===== src/rtl/match_bank_pkg.sv =====
package match_bank_pkg;
  // bit positions inside one channel's 3-bit action group
  localparam int unsigned ACT_IRQ  = 0;
  localparam int unsigned ACT_RST  = 1;
  localparam int unsigned ACT_STOP = 2;
  localparam int unsigned ACT_W    = 3;
  localparam int unsigned OACT_W   = 2;

  typedef enum logic [1:0] {
    OA_KEEP = 2'd0,
    OA_LOW  = 2'd1,
    OA_HIGH = 2'd2,
    OA_INV  = 2'd3
  } oact_e;
endpackage


===== src/rtl/match_chan.sv =====
module match_chan #(
  parameter int unsigned CW = 16
) (
  input  logic          clk,
  input  logic          rst_n,
  input  logic [CW-1:0] cnt_val,
  input  logic          cnt_tick,
  input  logic          wr_en,
  input  logic [CW-1:0] wr_val,
  input  logic [CW-1:0] shadow,
  input  logic          rld_en,
  input  logic          rld_fire,
  output logic [CW-1:0] act,
  output logic          hit
);
  logic [CW-1:0] act_q;

  // compare only on a counter advance, so a held value fires once
  assign hit = cnt_tick && (cnt_val == act_q);
  assign act = act_q;

  always_ff @(posedge clk or negedge rst_n) begin
    if (!rst_n)                act_q <= '0;
    else if (wr_en)            act_q <= wr_val;
    else if (rld_fire && rld_en) act_q <= shadow;
  end


  reload_take_chk: assert property (@(posedge clk) disable iff (!rst_n)
    (rld_fire && rld_en && !wr_en) |=> (act == $past(shadow)));


  write_take_chk: assert property (@(posedge clk) disable iff (!rst_n)
    wr_en |=> (act == $past(wr_val)));


  hit_needs_tick_chk: assert property (@(posedge clk) disable iff (!rst_n)
    hit |-> cnt_tick);
endmodule


===== src/rtl/match_extout.sv =====
module match_extout
  import match_bank_pkg::*;
#(
  parameter int unsigned NCH = 4
) (
  input  logic                  clk,
  input  logic                  rst_n,
  input  logic [NCH-1:0]        hit,
  input  logic [NCH*OACT_W-1:0] oact,
  input  logic [NCH-1:0]        ext_init,
  input  logic                  ext_load,
  output logic [NCH-1:0]        ext
);
  logic [NCH-1:0] ext_q;
  assign ext = ext_q;

  for (genvar n = 0; n < NCH; n++) begin : g_bit
    oact_e code;
    logic  nxt;
    assign code = oact_e'(oact[n*OACT_W +: OACT_W]);

    always_comb begin
      unique case (code)
        OA_LOW:  nxt = 1'b0;
        OA_HIGH: nxt = 1'b1;
        OA_INV:  nxt = ~ext_q[n];
        default: nxt = ext_q[n];
      endcase
    end

    always_ff @(posedge clk or negedge rst_n) begin
      if (!rst_n)        ext_q[n] <= 1'b0;
      else if (ext_load) ext_q[n] <= ext_init[n];
      else if (hit[n])   ext_q[n] <= nxt;
    end


    ext_hold_chk: assert property (@(posedge clk) disable iff (!rst_n)
      (!hit[n] && !ext_load) |=> $stable(ext[n]));


    ext_inv_chk: assert property (@(posedge clk) disable iff (!rst_n)
      (hit[n] && !ext_load && code == OA_INV) |=> (ext[n] != $past(ext[n])));


    ext_load_chk: assert property (@(posedge clk) disable iff (!rst_n)
      ext_load |=> (ext[n] == $past(ext_init[n])));
  end
endmodule


===== src/rtl/match_flags.sv =====
module match_flags #(
  parameter int unsigned NCH = 4
) (
  input  logic           clk,
  input  logic           rst_n,
  input  logic [NCH-1:0] set,
  input  logic [NCH-1:0] clr,
  output logic [NCH-1:0] flags
);
  logic [NCH-1:0] fl_q;
  assign flags = fl_q;

  always_ff @(posedge clk or negedge rst_n) begin
    if (!rst_n) fl_q <= '0;
    else        fl_q <= (fl_q & ~clr) | set;
  end

  for (genvar n = 0; n < NCH; n++) begin : g_chk

    set_wins_chk: assert property (@(posedge clk) disable iff (!rst_n)
      set[n] |=> flags[n]);


    clr_takes_chk: assert property (@(posedge clk) disable iff (!rst_n)
      (clr[n] && !set[n]) |=> !flags[n]);
  end
endmodule


===== src/rtl/match_bank.sv =====
module match_bank
  import match_bank_pkg::*;
#(
  parameter int unsigned NCH = 4,
  parameter int unsigned CW  = 16
) (
  input  logic                  clk,
  input  logic                  rst_n,
  input  logic [CW-1:0]         cnt_val,
  input  logic                  cnt_tick,
  input  logic [NCH*ACT_W-1:0]  mctl,
  input  logic [NCH*OACT_W-1:0] oact,
  input  logic [NCH-1:0]        rld_en,
  input  logic [NCH*CW-1:0]     shadow_val,
  input  logic [NCH-1:0]        wr_en,
  input  logic [CW-1:0]         wr_val,
  input  logic [NCH-1:0]        ext_init,
  input  logic                  ext_load,
  input  logic [NCH-1:0]        flag_clr,
  output logic                  ctr_rst_req,
  output logic                  ctr_stop_req,
  output logic [NCH-1:0]        ext_match,
  output logic [NCH-1:0]        flags,
  output logic                  irq,
  output logic [NCH*CW-1:0]     act_val
);
  logic [NCH-1:0] hit;
  logic [NCH-1:0] irq_set;
  logic [NCH-1:0] rst_hit;
  logic [NCH-1:0] stop_hit;

  for (genvar n = 0; n < NCH; n++) begin : g_ch
    match_chan #(.CW(CW)) chan_i (
      .clk      (clk),
      .rst_n    (rst_n),
      .cnt_val  (cnt_val),
      .cnt_tick (cnt_tick),
      .wr_en    (wr_en[n]),
      .wr_val   (wr_val),
      .shadow   (shadow_val[n*CW +: CW]),
      .rld_en   (rld_en[n]),
      .rld_fire (ctr_rst_req),
      .act      (act_val[n*CW +: CW]),
      .hit      (hit[n])
    );
    assign irq_set[n]  = hit[n] & mctl[n*ACT_W + ACT_IRQ];
    assign rst_hit[n]  = hit[n] & mctl[n*ACT_W + ACT_RST];
    assign stop_hit[n] = hit[n] & mctl[n*ACT_W + ACT_STOP];
  end

  assign ctr_rst_req  = |rst_hit;
  assign ctr_stop_req = |stop_hit;

  match_extout #(.NCH(NCH)) ext_i (
    .clk      (clk),
    .rst_n    (rst_n),
    .hit      (hit),
    .oact     (oact),
    .ext_init (ext_init),
    .ext_load (ext_load),
    .ext      (ext_match)
  );

  match_flags #(.NCH(NCH)) flg_i (
    .clk   (clk),
    .rst_n (rst_n),
    .set   (irq_set),
    .clr   (flag_clr),
    .flags (flags)
  );

  assign irq = |flags;


  rst_req_tick_chk: assert property (@(posedge clk) disable iff (!rst_n)
    ctr_rst_req |-> cnt_tick);


  stop_req_tick_chk: assert property (@(posedge clk) disable iff (!rst_n)
    ctr_stop_req |-> cnt_tick);


  irq_flags_chk: assert property (@(posedge clk) disable iff (!rst_n)
    irq_set[0] |=> irq);
endmodule


===== config.mk =====
export PLATFORM = sky130hd
export DESIGN_NAME = match_bank
export DESIGN_NICKNAME = d
export VERILOG_FILES = /design/src/rtl/match_bank_pkg.sv /design/src/rtl/match_chan.sv /design/src/rtl/match_extout.sv /design/src/rtl/match_flags.sv /design/src/rtl/match_bank.sv
export SDC_FILE = /design/constraint.sdc
export NUM_CORES = 1
export LEC_CHECK = 0
export CORE_MARGIN = 5
export CORE_UTILIZATION = 45
export CTS_CLUSTER_SIZE = 25
export DETAILED_ROUTE_END_ITERATION = 12
export DONT_BUFFER_PORTS = 1
export PLACE_DENSITY = 0.68
export SYNTH_ARGS = -nofsm -noshare
export SYNTH_HDL_FRONTEND = slang
export SYNTH_SLANG_ARGS = --single-unit

===== constraint.sdc =====
create_clock -name clk -period 2.45 [get_ports clk]
set_input_delay 0.49 -clock clk [delete_from_list [all_inputs] [get_ports clk]]
set_output_delay 0.49 -clock clk [all_outputs]
set_load 0.02 [all_outputs]

=== Word level (Yosys, flattened, before mapping) ===
Cells that the tools add are included.

* Eq/ne operators: 16
* Magnitude comparators: 0
* Multipliers: 0
* Bitwise operators: 19
* Multiplexer cells: 20
* Shifts and indexed selects: 0
* Div/mod/pow operators: 0
* Reductions and logical operators: 27
* Add/subtract/negate cells: 0

{| class="wikitable"
|+ Operators by type and width
! kind !! count
|-
| $mux 16 || 8
|-
| $eq 16x16->1 || 4
|-
| $eq 2x2->1 const B || 8
|-
| $reduce_bool 2->1 || 8
|-
| $reduce_bool 4->1 || 4
|-
| $and 1x1->1 || 12
|-
| $pmux 1 s3 || 4
|-
| $reduce_or 4->1 || 3
|-
| $eq 2x1->1 const B || 4
|-
| $logic_and 1x1->1 || 8
|-
| $mux 1 || 8
|-
| $reduce_and 2->1 || 4
|-
| $and 4x4->4 || 1
|-
| $not 1->1 || 4
|-
| $not 4->4 || 1
|-
| $or 4x4->4 || 1
|}

* RAM bits: 0
* Bits in latches: 0
* Memory bits (read-only): 0
* Logic and storage cells: 91
* Register bits after elaboration: 72
* Memories: 0
* Output and inout bits: 75
* Input port bits: 136

=== Longest topological paths before layout ===
Gate-level depths: netlist (run 1).

* Depth in word-level cells: 7
* Gate-level depth with buffers: 9
* Gate-level depth less buffers: 6

=== Hierarchy ===
Synthesis (run 1) repeated with hierarchy kept, for this count alone.

* Cells, all modules: 412
* Area total of the unflattened synthesis: 4082.7 sq um

{| class="wikitable"
|+ Modules (own cells, without submodules)
! module !! area an instance (sq um) !! instances !! cells an instance !! seq. area each (sq um)
|-
| match_chan || 918.4 || 4 || 92 || 400.4
|-
| match_extout || 193.9 || 1 || 21 || 100.1
|-
| match_flags || 145.1 || 1 || 12 || 100.1
|-
| match_bank || 70.1 || 1 || 11 || 0.0
|}

=== Worst setup path after synthesis (run 1) ===
No wires, ideal clock.

* Kind: input to output
* From: input port cnt_val[5]
* To: output port ctr_rst_req
* Path buffers: 2
* Data arrival time: 1.881 ns
* Data required time: 1.960 ns
* Stages on the path: 7
* Slack: 0.079 ns
* Path through: buf_2 > xnor2_1 > nand4_1 > nor4_2 > a32o_2 > or2_1 > buf_2

* Cells in the longest elaborated chain, start to end: 4
* Elaborated cells between the ends (all ways): 13
* Classes of those cells: eq/ne: 4; bitwise: 4; reduce/logical: 5

{| class="wikitable"
|+ Ends and longest elaborated chain
! item !! RTL line !! RTL
|-
| from (decl) || match_bank.sv:9 || <nowiki>input logic [CW-1:0] cnt_val,</nowiki>
|-
| $eq 16x16->1 || match_chan.sv:19 || <nowiki>assign hit = cnt_tick && (cnt_val == act_q);</nowiki>
|-
| $logic_and 1x1->1 || match_chan.sv:19 ||
|-
| $and 1x1->1 || match_bank.sv:47 || <nowiki>assign rst_hit[n] = hit[n] & mctl[n*ACT_W + ACT_RST];</nowiki>
|-
| $reduce_or 4->1 * || match_bank.sv:51 || <nowiki>assign ctr_rst_req = |rst_hit;</nowiki>
|-
| to (decl) || match_bank.sv:20 || <nowiki>output logic ctr_rst_req,</nowiki>
|}

Every way passes the cells marked *; elsewhere a longest branch is shown, timed or not.

=== Final worst setup path (run 1) ===
* From: register g_ch[2].chan_i.act_q[13]
* To: output port ctr_stop_req

* Cells in the longest elaborated chain, start to end: 4

{| class="wikitable"
|+ Ends and longest elaborated chain
! item !! RTL line !! RTL
|-
| from (decl) || match_chan.sv:16 || <nowiki>logic [CW-1:0] act_q;</nowiki>
|-
| from (signal assigned) || match_chan.sv:24 || <nowiki>else if (wr_en) act_q <= wr_val;</nowiki>
|-
| from (signal assigned) || match_chan.sv:25 || <nowiki>else if (rld_fire && rld_en) act_q <= shadow;</nowiki>
|-
| $eq 16x16->1 || match_chan.sv:19 ||
|-
| $logic_and 1x1->1 || match_chan.sv:19 ||
|-
| $and 1x1->1 || match_bank.sv:48 || <nowiki>assign stop_hit[n] = hit[n] & mctl[n*ACT_W + ACT_STOP];</nowiki>
|-
| $reduce_or 4->1 || match_bank.sv:52 || <nowiki>assign ctr_stop_req = |stop_hit;</nowiki>
|-
| to (decl) || match_bank.sv:21 || <nowiki>output logic ctr_stop_req,</nowiki>
|}

Every way passes these cells.

==> reports/metrics.cfg, run 1 <==
[outcome]
status=finished with violations
violations=hold timing, setup timing

[layout]
area_delta_synth_final_pct=14.5
fin_area_mm2=0.00566
nets=688
fin_util=0.525
diodes=0
fillCellCount=986
drive_gt1_frac=0.174

[clock_network]
clk_pin_slew_ns=0.08
clock_latency_ns=0.37
cts.path.max_buffers=2
cts-buffers-inserted=9
cts_tree=yes
cts-root-buf=clkbuf_8
h-tree-depth=3
clock_sinks=72

[routing]
drt-initial-drc-count=272
viasPerCell=6.08
wl_met2_mm=8.26
wl_per_cell_um=25.8
wl_met3_mm=2.26
wirelength_mm=17.9
drt-met1-wl_mm=6.61
via_count=4211
ant_nets=0
drc=0
first_pass_iters=5
topRoutingLayerUsed=met5

[yosys]
syn_area_mm2=0.00494
syn_avg_cell_area_um2=9.58
syn_inst=516
synthTopCellsByCount=and2_1 (131), dfrtp_1 (72), nor2b_1 (66)
ys_seq_area_frac=0.364
async_flop_share=1.00
yosysUniqueCellTypes=41
synth_nets=656
synth_top_flop_cell=dfrtp_1
synth_enable_flop_cells=0
yosys_warnings=0
synth_area_leaders=dfrtp_1 (36%), and2_1 (17%), a221o_1 (13%), nor2b_1 (8.4%), xnor2_1 (6.7%)
synth_top_area_frac=0.364
synth_top_area_cell=dfrtp_1
synth-seq-cells=72
yosysMostFrequentCell=and2_1

[timing]
fin_setup_tns_ns=-0.0233
maxSlewViolCount=0
fmax_ghz=0.404
fin_worst_skew_ns=0.00870
min_period_ns=2.47
fin_ws_ns=-0.0233
finalCritPeriodShare=1.01
fin_hold_ws_ns=-0.0170
setup_viol=1
maxSlewHeadroom=0.389
rsz0062_at_grt=true
tightest_slew_ns=0.914
hold_viol=12

[critical_path]
r2r_slack_ns=0.19
worst_r2r_endpoint=g_ch[3].chan_i.act[15]$_DFFE_PN0P_
required_ns=1.96
worstPathCellList=nand2b_1, o2111a_1, and3_1, and2_2, a22oi_1, nand2_2
worst_setup_path_end_kind=output port
crit_type=register to output port
cp-start-kind=register
crit_path_top_delay_cell=dfrtp_1
cp_data_arrival_time_ns=1.98
cp_slowest_stage_delay_ns=0.49
crit-reg2reg-launch=g_ch[3].chan_i.act[4]$_DFFE_PN0P_
critPathLaunch=g_ch[2].chan_i.act[13]$_DFFE_PN0P_
crit_end=ctr_stop_req
worstPathMaxFanout=4
r2r_cells=7

[floorplan]
dieArea_mm2=0.0132
core_area_mm2=0.0108
num_rows=38
die_x_um=115
initial_core_util=0.458
boundaryPins=211
die_y_um=115

[grt]
grt_overflow=0
grt_max_degree=73
grt_pass1_wl_mm=25.8
track_usage=0.269
grt_pass1_vias=4256
antenna_found_initial=2

[pwr]
finalPower_mw=3.24
vdd_drop_max_mv=0.290
p_per_area_mw_per_mm2=572
p_leak_nw=2.37

[placement]
port_buffers=0
place_hpwl_mm=13.4
place_area_mm2=0.00529
gp_congestion=0.884

[hold_path]
min_path_type=primary input to async pin

[flow_run]
max_cap_viol_count=0

## logic make-up after synthesis
logic type	share of synthesized area
adder cells (fa/ha/maj)	0.0101
flip-flops	0.364
buffers and inverters	0.0435
XOR/XNOR	0.103
multiplexers	0.00202
AO/OA/AOI/OAI	0.170
AND/OR/NAND/NOR	0.307
## layout by cell type, fill, tap and decap left out, drive strengths merged, types with 2 or more instances in the layout
master    n
and2    131
dfrtp    72
nor2b    66
a221o    64
buf      51
xnor2    38
xor2     20
inv      13
nand2    12
clkbuf   10
nand4     9
o21ai     9
nor4      8
nor3      5
nor2      5
ha        4
nand2b    3
nand3     3
bufinv    3
and3      2
a21o      2
nor3b     2
o41ai     2
clkinv    2
a22oi     2
## repair_timing
action,CTS,global route
endpoints found under the hold margin,72,0
hold buffers,1,0
resized for setup,14,10
setup endpoints to repair,2,3
setup buffers,5,0
pin swaps,7,5
## where the power goes
part	switching, mW	internal [mW]	total (mW)	leakage (nW)
Combinational	0.283	0.335	0.619	1.38
Sequential	0.168	1.29	1.46	0.872
Clock	0.486	0.673	1.16	0.116
Total	0.938	2.30	3.24	2.37
## through the flow
stage / setup WS [ns] / instances
floorplan: 0.0790 / 516
global placement: 0.0135 / 671
detailed placement: 0.0129 / 671
CTS: -0.0403 / 693
global route: -0.0931 / 693
finish: -0.0233 / 693
## worst min-delay path by stage
stage	start	to	slack, ns
6_report	rst_n	ext_i.ext[0]$_DFFE_PN0P_	-0.02
5_1_grt	rst_n	ext_i.ext[0]$_DFFE_PN0P_	0.02
4_1_cts	rst_n	ext_i.ext[0]$_DFFE_PN0P_	0.02
3_5_place_dp	rst_n	ext_i.ext[0]$_DFFE_PN0P_	0.20
3_3_place_gp	rst_n	ext_i.ext[0]$_DFFE_PN0P_	0.20
2_1_floorplan	rst_n	ext_i.ext[0]$_DFFE_PN0P_	0.19
## final cells by class
| type | instances | area (um^2) | share of cell area |
|---|---|---|---|
| repair buffers | 51 | 403 | 0.0712 |
| well taps | 140 | 175 | 0.0309 |
| flip-flops and latches | 72 | 1820 | 0.321 |
| multi-input cells | 401 | 2980 | 0.527 |
| inverters | 13 | 48.8 | 0.00862 |
| clock buffers | 10 | 128 | 0.0225 |
| clock inverters | 6 | 108 | 0.0190 |
## state kept, by name, indices dropped and copies added, names as in the netlist
name / cells
ext_i.ext: 4
g_ch.chan_i.act: 64
flg_i.flags: 4
## worst max-delay path: cells and delay by family (launching register included)
| family | cells | cell delay (ns) |
|---|---|---|
| flops | 1 | 0.49 |
| compound gates | 2 | 0.36 |
| simple gates | 4 | 0.77 |
## per-layer routing
metal	up-vias	global-route usage
li1	1876	-
met1	2009	0.320
met2	272	0.426
met3	50	0.117
met4	4	0.117
met5	-	0
Note: power is estimated with default switching activity, not from simulation.
==> run 2, diff against run 1 <==
ABC_AREA = 1   (was default)
==> run 2 against run 1 <==
The flow now finishes without violations. Non-clock buffer count fell by 19. Sequential power rose by 9%. Area after synthesis rose by 12%. Cell area rose by 10%. Critical endpoint is now ctr_rst_req. Largest power group unchanged.
==> reports/metrics.cfg, run 2 <==
[timing]
rsz0062_at_grt=true
min_period_ns=2.41
fin_hold_ws_ns=0.0240
fin_ws_ns=0.0429
hold_viol=0
maxSlewViolCount=0
finalCritPeriodShare=0.982
tightest_slew_ns=0.568
maxSlewHeadroom=0.621
fin_worst_skew_ns=0.00664
fmax_ghz=0.415
setup_viol=0

[routing]
drc=0
wl_per_cell_um=20.5
drt-initial-drc-count=536
first_pass_iters=5
via_count=5808
ant_nets=0
wirelength_mm=21.9
viasPerCell=5.44

[yosys]
syn_inst=883
synthTopCellsByCount=nand2_1 (417), nand3_1 (78), inv_1 (74)
syn_avg_cell_area_um2=6.29
synth_area_leaders=dfrtp_1 (32%), nand2_1 (28%), nand3_1 (7.0%), inv_1 (5.0%), nor2_1 (3.5%)
async_flop_share=1.00
yosys_warnings=0
yosysUniqueCellTypes=35
synth_top_area_frac=0.325
synth-seq-cells=72
synth_top_area_cell=dfrtp_1
synth_top_flop_cell=dfrtp_1
yosysMostFrequentCell=nand2_1
synth_nets=1023
syn_area_mm2=0.00555
synth_enable_flop_cells=0
ys_seq_area_frac=0.325

[flow_run]
max_cap_viol_count=0

[floorplan]
core_area_mm2=0.0121
num_rows=40
die_y_um=121
dieArea_mm2=0.0147
die_x_um=121
initial_core_util=0.460
boundaryPins=211

[layout]
layout_commonest_cell=nand2_1
area_delta_synth_final_pct=12.3
largest_reg_flops=64
multi_input_area_mm2=0.00335
drive_gt1_frac=0.147
fin_util=0.517
nets=1035
diodes=0
fillCellCount=1259
regArea_mm2=0.00182
final_cell_mix=nand2_1 (417), nand3_1 (78), inv_1 (74)

[grt]
grt_pass1_vias=5345
antenna_found_initial=0
grt_overflow=0
grt_pass1_wl_mm=32.6
track_usage=0.299
grt_max_degree=73

[clock_network]
cts-buffers-inserted=9
cts.path.max_buffers=2
clock_sinks=72
h-tree-depth=3
cts-root-buf=clkbuf_16
clock_latency_ns=0.34
cts_tree=yes
clk_pin_slew_ns=0.06

[placement]
place_hpwl_mm=17.5
post-place-ws_ns=0.133
port_buffers=0
gp_congestion=0.988

[pwr]
finalPower_mw=3.67
p_per_area_mw_per_mm2=589
vdd_drop_max_mv=0.390
p_leak_nw=3.41

[critical_path]
crit_path_top_delay_cell=dfrtp_1
worstPathCellList=nand2_1, nand3_1, nor4_4, nand4_1, nand4_1
worstPathMaxFanout=4
required_ns=1.96
crit_path_frequent_cell=nand4_1
crit_type=register to output port
cp_slowest_stage_delay_ns=0.51
cp_data_arrival_time_ns=1.92
worst_setup_path_end_kind=output port
cp-start-kind=register
r2r_slack_ns=0.27

[outcome]
status=complete, no violations

[hold_path]
min_path_type=primary input to async pin

run 2: worst paths after layout:
check / to / startpoint / cells after the start
max in group asynchronous: g_ch[2].chan_i.act[11]$_DFFE_PN0P_ / rst_n / 1
worst max-delay path: ctr_rst_req / g_ch[3].chan_i.act[9]$_DFFE_PN0P_ / 5
min in group clk: flg_i.flags[3]$_DFF_PN0_ / flag_clr[3] / 1
worst max register to register: g_ch[1].chan_i.act[7]$_DFFE_PN0P_ / g_ch[0].chan_i.act[2]$_DFFE_PN0P_ / 11
worst min-delay path: g_ch[0].chan_i.act[6]$_DFFE_PN0P_ / rst_n / 1
worst min register to register: g_ch[0].chan_i.act[12]$_DFFE_PN0P_ / g_ch[0].chan_i.act[12]$_DFFE_PN0P_ / 2
run 2: power by group:
group	total [mW]	switching (mW)	internal, mW
sequential	1.59	0.277	1.31
clock	1.24	0.530	0.710
combinational	0.845	0.523	0.322
total	3.67	1.33	2.34
run 2: stage by stage:
stage          cells  setup TNS, ns  cell area, um^2
2_1_floorplan    883              0             5550
3_3_place_gp    1050              0             5810
3_5_place_dp    1050              0             5810
4_1_cts         1068              0             6150
5_1_grt         1068        -0.0176             6230
6_report        1068              0             6230
run 2: critical path: cells and delay by family, from the launching register on:
| kind | cells | cell delay (ns) |
|---|---|---|
| AND/OR/NAND/NOR | 5 | 1.06 |
| flip-flops | 1 | 0.51 |
run 2: cell type report:
class | count | share of cell area
timing repair buffer | 32 | 0.0417
multi-input combinational | 697 | 0.538
clock inverter | 5 | 0.00522
inverter | 83 | 0.0500
sequential | 72 | 0.292
tap | 168 | 0.0337
clock buffer | 11 | 0.0389
run 2: what timing repair did:
item	4_1_cts	5_1_grt
hold buffers	1	0
endpoints found under the setup margin	2	5
pin swaps	2	7
buffers inserted	1	0
endpoints found under the hold margin	72	0
resized for setup	9	23
run 2: cells by family after synthesis:
group | Yosys count | synth area share
AOI/OAI and AO/OA | 32 | 0.0408
and+or+nand+nor | 644 | 0.509
adders and majority gates | 4 | 0.00902
DFF | 72 | 0.325
buffers and inverters | 114 | 0.0879
xor gates and xnor gates | 17 | 0.0282
run 2: metal layers:
layer	vias to the layer above	share of wire	GRT usage	routed length (um)
li1	2803	-	-	-
met1	2611	0.40	0.413	8860
met2	354	0.43	0.438	9510
met3	40	0.14	0.0974	2960
met4	0	0.025	0.104	549
met5	-	0	0	0
==> run 3, diff against run 2 <==
CORE_UTILIZATION = 50   (was 45)
PLACE_DENSITY = 0.73   (was 0.68)
==> run 3 against run 2 <==
The run now ends with setup timing left. Count of clock-buffer cells in the layout is 1 higher. Register-to-register slack worse by 0.06 ns. Critical endpoint unchanged. Global-route usage grew 1.0 points. Setup slack worse by 0.068 ns. Sequential cell count stayed put. First-iteration DRC count is 4.1% higher. Die area is 9.2% lower. Routed wire length fell by 3.5%. Cell area shrank 2.8%. Clock skew up 0.0040 ns. Core utilization grew 4.2 points.
==> reports/metrics.cfg, run 3 (synthesized netlist as in run 2, its figures left out) <==
[outcome]
status=finished with violations
violations=setup timing

[clock_network]
clock_sinks=72
clk_pin_slew_ns=0.08
clock_latency_ns=0.36
cts_tree=yes
h-tree-depth=3
cts.path.max_buffers=2
cts-root-buf=clkbuf_8
cts-buffers-inserted=9

[timing]
rsz0062_at_grt=true
fin_worst_skew_ns=0.0106
tightest_slew_ns=0.476
setup_viol=1
maxSlewViolCount=0
fin_setup_tns_ns=-0.0255
min_period_ns=2.48
fin_ws_ns=-0.0255
fin_hold_ws_ns=0.0143
maxSlewHeadroom=0.682
finalCritPeriodShare=1.01
hold_viol=0
fmax_ghz=0.404

[routing]
wl_per_cell_um=20.6
drc=0
first_pass_iters=5
viasPerCell=5.59
via_count=5727
ant_nets=0
wirelength_mm=21.1
drt-initial-drc-count=558

[layout]
area_delta_synth_final_pct=9.22
drive_gt1_frac=0.146
nets=1021
multi_input_area_mm2=0.00336
fillCellCount=1112
regArea_mm2=0.00184
layout_commonest_cell=nand2_1
diodes=0
fin_util=0.559
final_cell_mix=nand2_1 (417), nand3_1 (78), inv_1 (74)
fin_area_mm2=0.00606
largest_reg_flops=64

[grt]
grt_pass1_vias=5281
grt_max_degree=73
grt_pass1_wl_mm=30.7
antenna_found_initial=0
grt_overflow=0
track_usage=0.310

[floorplan]
dieArea_mm2=0.0133
num_rows=38
initial_core_util=0.512
die_x_um=115
die_y_um=115
core_area_mm2=0.0108
boundaryPins=211

[critical_path]
cp_slowest_stage_delay_ns=0.49
crit_type=register to output port
worstPathCellList=xnor2_2, nand2_1, nor4_4, buf_4, nand4_1, nand4_1
crit_path_frequent_cell=nand4_1
path_delay_family=simple AND/OR/NAND/NOR gates
r2r_slack_ns=0.21
crit_path_top_delay_cell=dfrtp_2
cp_num_buf_inv=1
worst_setup_path_end_kind=output port
worstPathMaxFanout=3
required_ns=1.96
cp-start-kind=register
cp_data_arrival_time_ns=1.99

[placement]
post-place-ws_ns=0.0971
gp_congestion=1.02
place_area_mm2=0.00568
place_hpwl_mm=16.5
port_buffers=0

[pwr]
p_per_area_mw_per_mm2=575
p_comb_frac=0.220
vdd_drop_max_mv=0.261
p_int_mw=2.23
p_sw_mw=1.26
p_leak_nw=3.32
clockPowerShare=0.314
seq_power_share=0.466
swShare=0.360

[hold_path]
min_path_type=primary input to async pin

[flow_run]
max_cap_viol_count=0

[run 3: worst register-to-register path, stage by stage, from the launching register on]
cell     delay, ns
dfrtp_1       0.54
inv_1         0.10
o21ai_0       0.15
inv_1         0.06
nand3_1       0.07
nor2_1        0.05
nand4_1       0.13
nand2_4       0.13
o21ai_4       0.44
nand2_4       0.27
nand2_1       0.14
nand2_1       0.06
[run 3: what timing repair did]
| action | 4_1_cts | 5_1_grt |
|---|---|---|
| buffers inserted | 0 | 0 |
| endpoints found under the setup margin | 2 | 4 |
| hold endpoints to repair | 72 | 0 |
| pin swaps | 3 | 3 |
| gates resized for setup | 23 | 20 |
| hold buffers | 1 | 0 |
[run 3: final cells by class]
| type | instances | area share |
|---|---|---|
| Tap cell | 140 | 0.0289 |
| Clock buffer | 12 | 0.0256 |
| Timing Repair Buffer | 18 | 0.0256 |
| Sequential cell | 72 | 0.303 |
| Inverter | 83 | 0.0514 |
| Multi-Input combinational cell | 697 | 0.555 |
| Clock inverter | 3 | 0.0107 |
[run 3: final timing paths]
path / depth (start not counted) / start / to
setup / recovery: 6 / g_ch[3].chan_i.act[2]$_DFFE_PN0P_ / ctr_rst_req
hold / removal: 1 / rst_n / g_ch[0].chan_i.act[3]$_DFFE_PN0P_
setup reg to reg: 11 / g_ch[0].chan_i.act[15]$_DFFE_PN0P_ / g_ch[0].chan_i.act[15]$_DFFE_PN0P_
hold reg to reg: 2 / g_ch[2].chan_i.act[5]$_DFFE_PN0P_ / g_ch[2].chan_i.act[5]$_DFFE_PN0P_
max in group asynchronous: 1 / rst_n / g_ch[2].chan_i.act[13]$_DFFE_PN0P_
min in group clk: 1 / flag_clr[3] / flg_i.flags[3]$_DFF_PN0_
[run 3: metrics by stage]
stage	std cells	power (mW)
after floorplan	883	2.14
after global placement	1009	2.32
after detailed placement	1009	2.33
after CTS	1025	3.46
after global routing	1025	3.66
final	1025	3.48
[run 3: layer usage]
layer  wire length [um]  vias to the layer above  GRT usage
met5                  0                        -          0
met4                388                        0     0.0962
met3               2900                       28      0.100
met2               9340                      339      0.469
met1               8490                     2584      0.422
li1                   -                     2776          -
[run 3: power by group through the flow]
stage                     Combinational [mW]  Clock, mW  Sequential (mW)
after global placement                 0.694          0             1.63
after floorplan                        0.559          0             1.58
final                                  0.768       1.09             1.62
after CTS                              0.741       1.10             1.62
after detailed placement               0.697          0             1.63
after global routing                   0.865       1.15             1.64
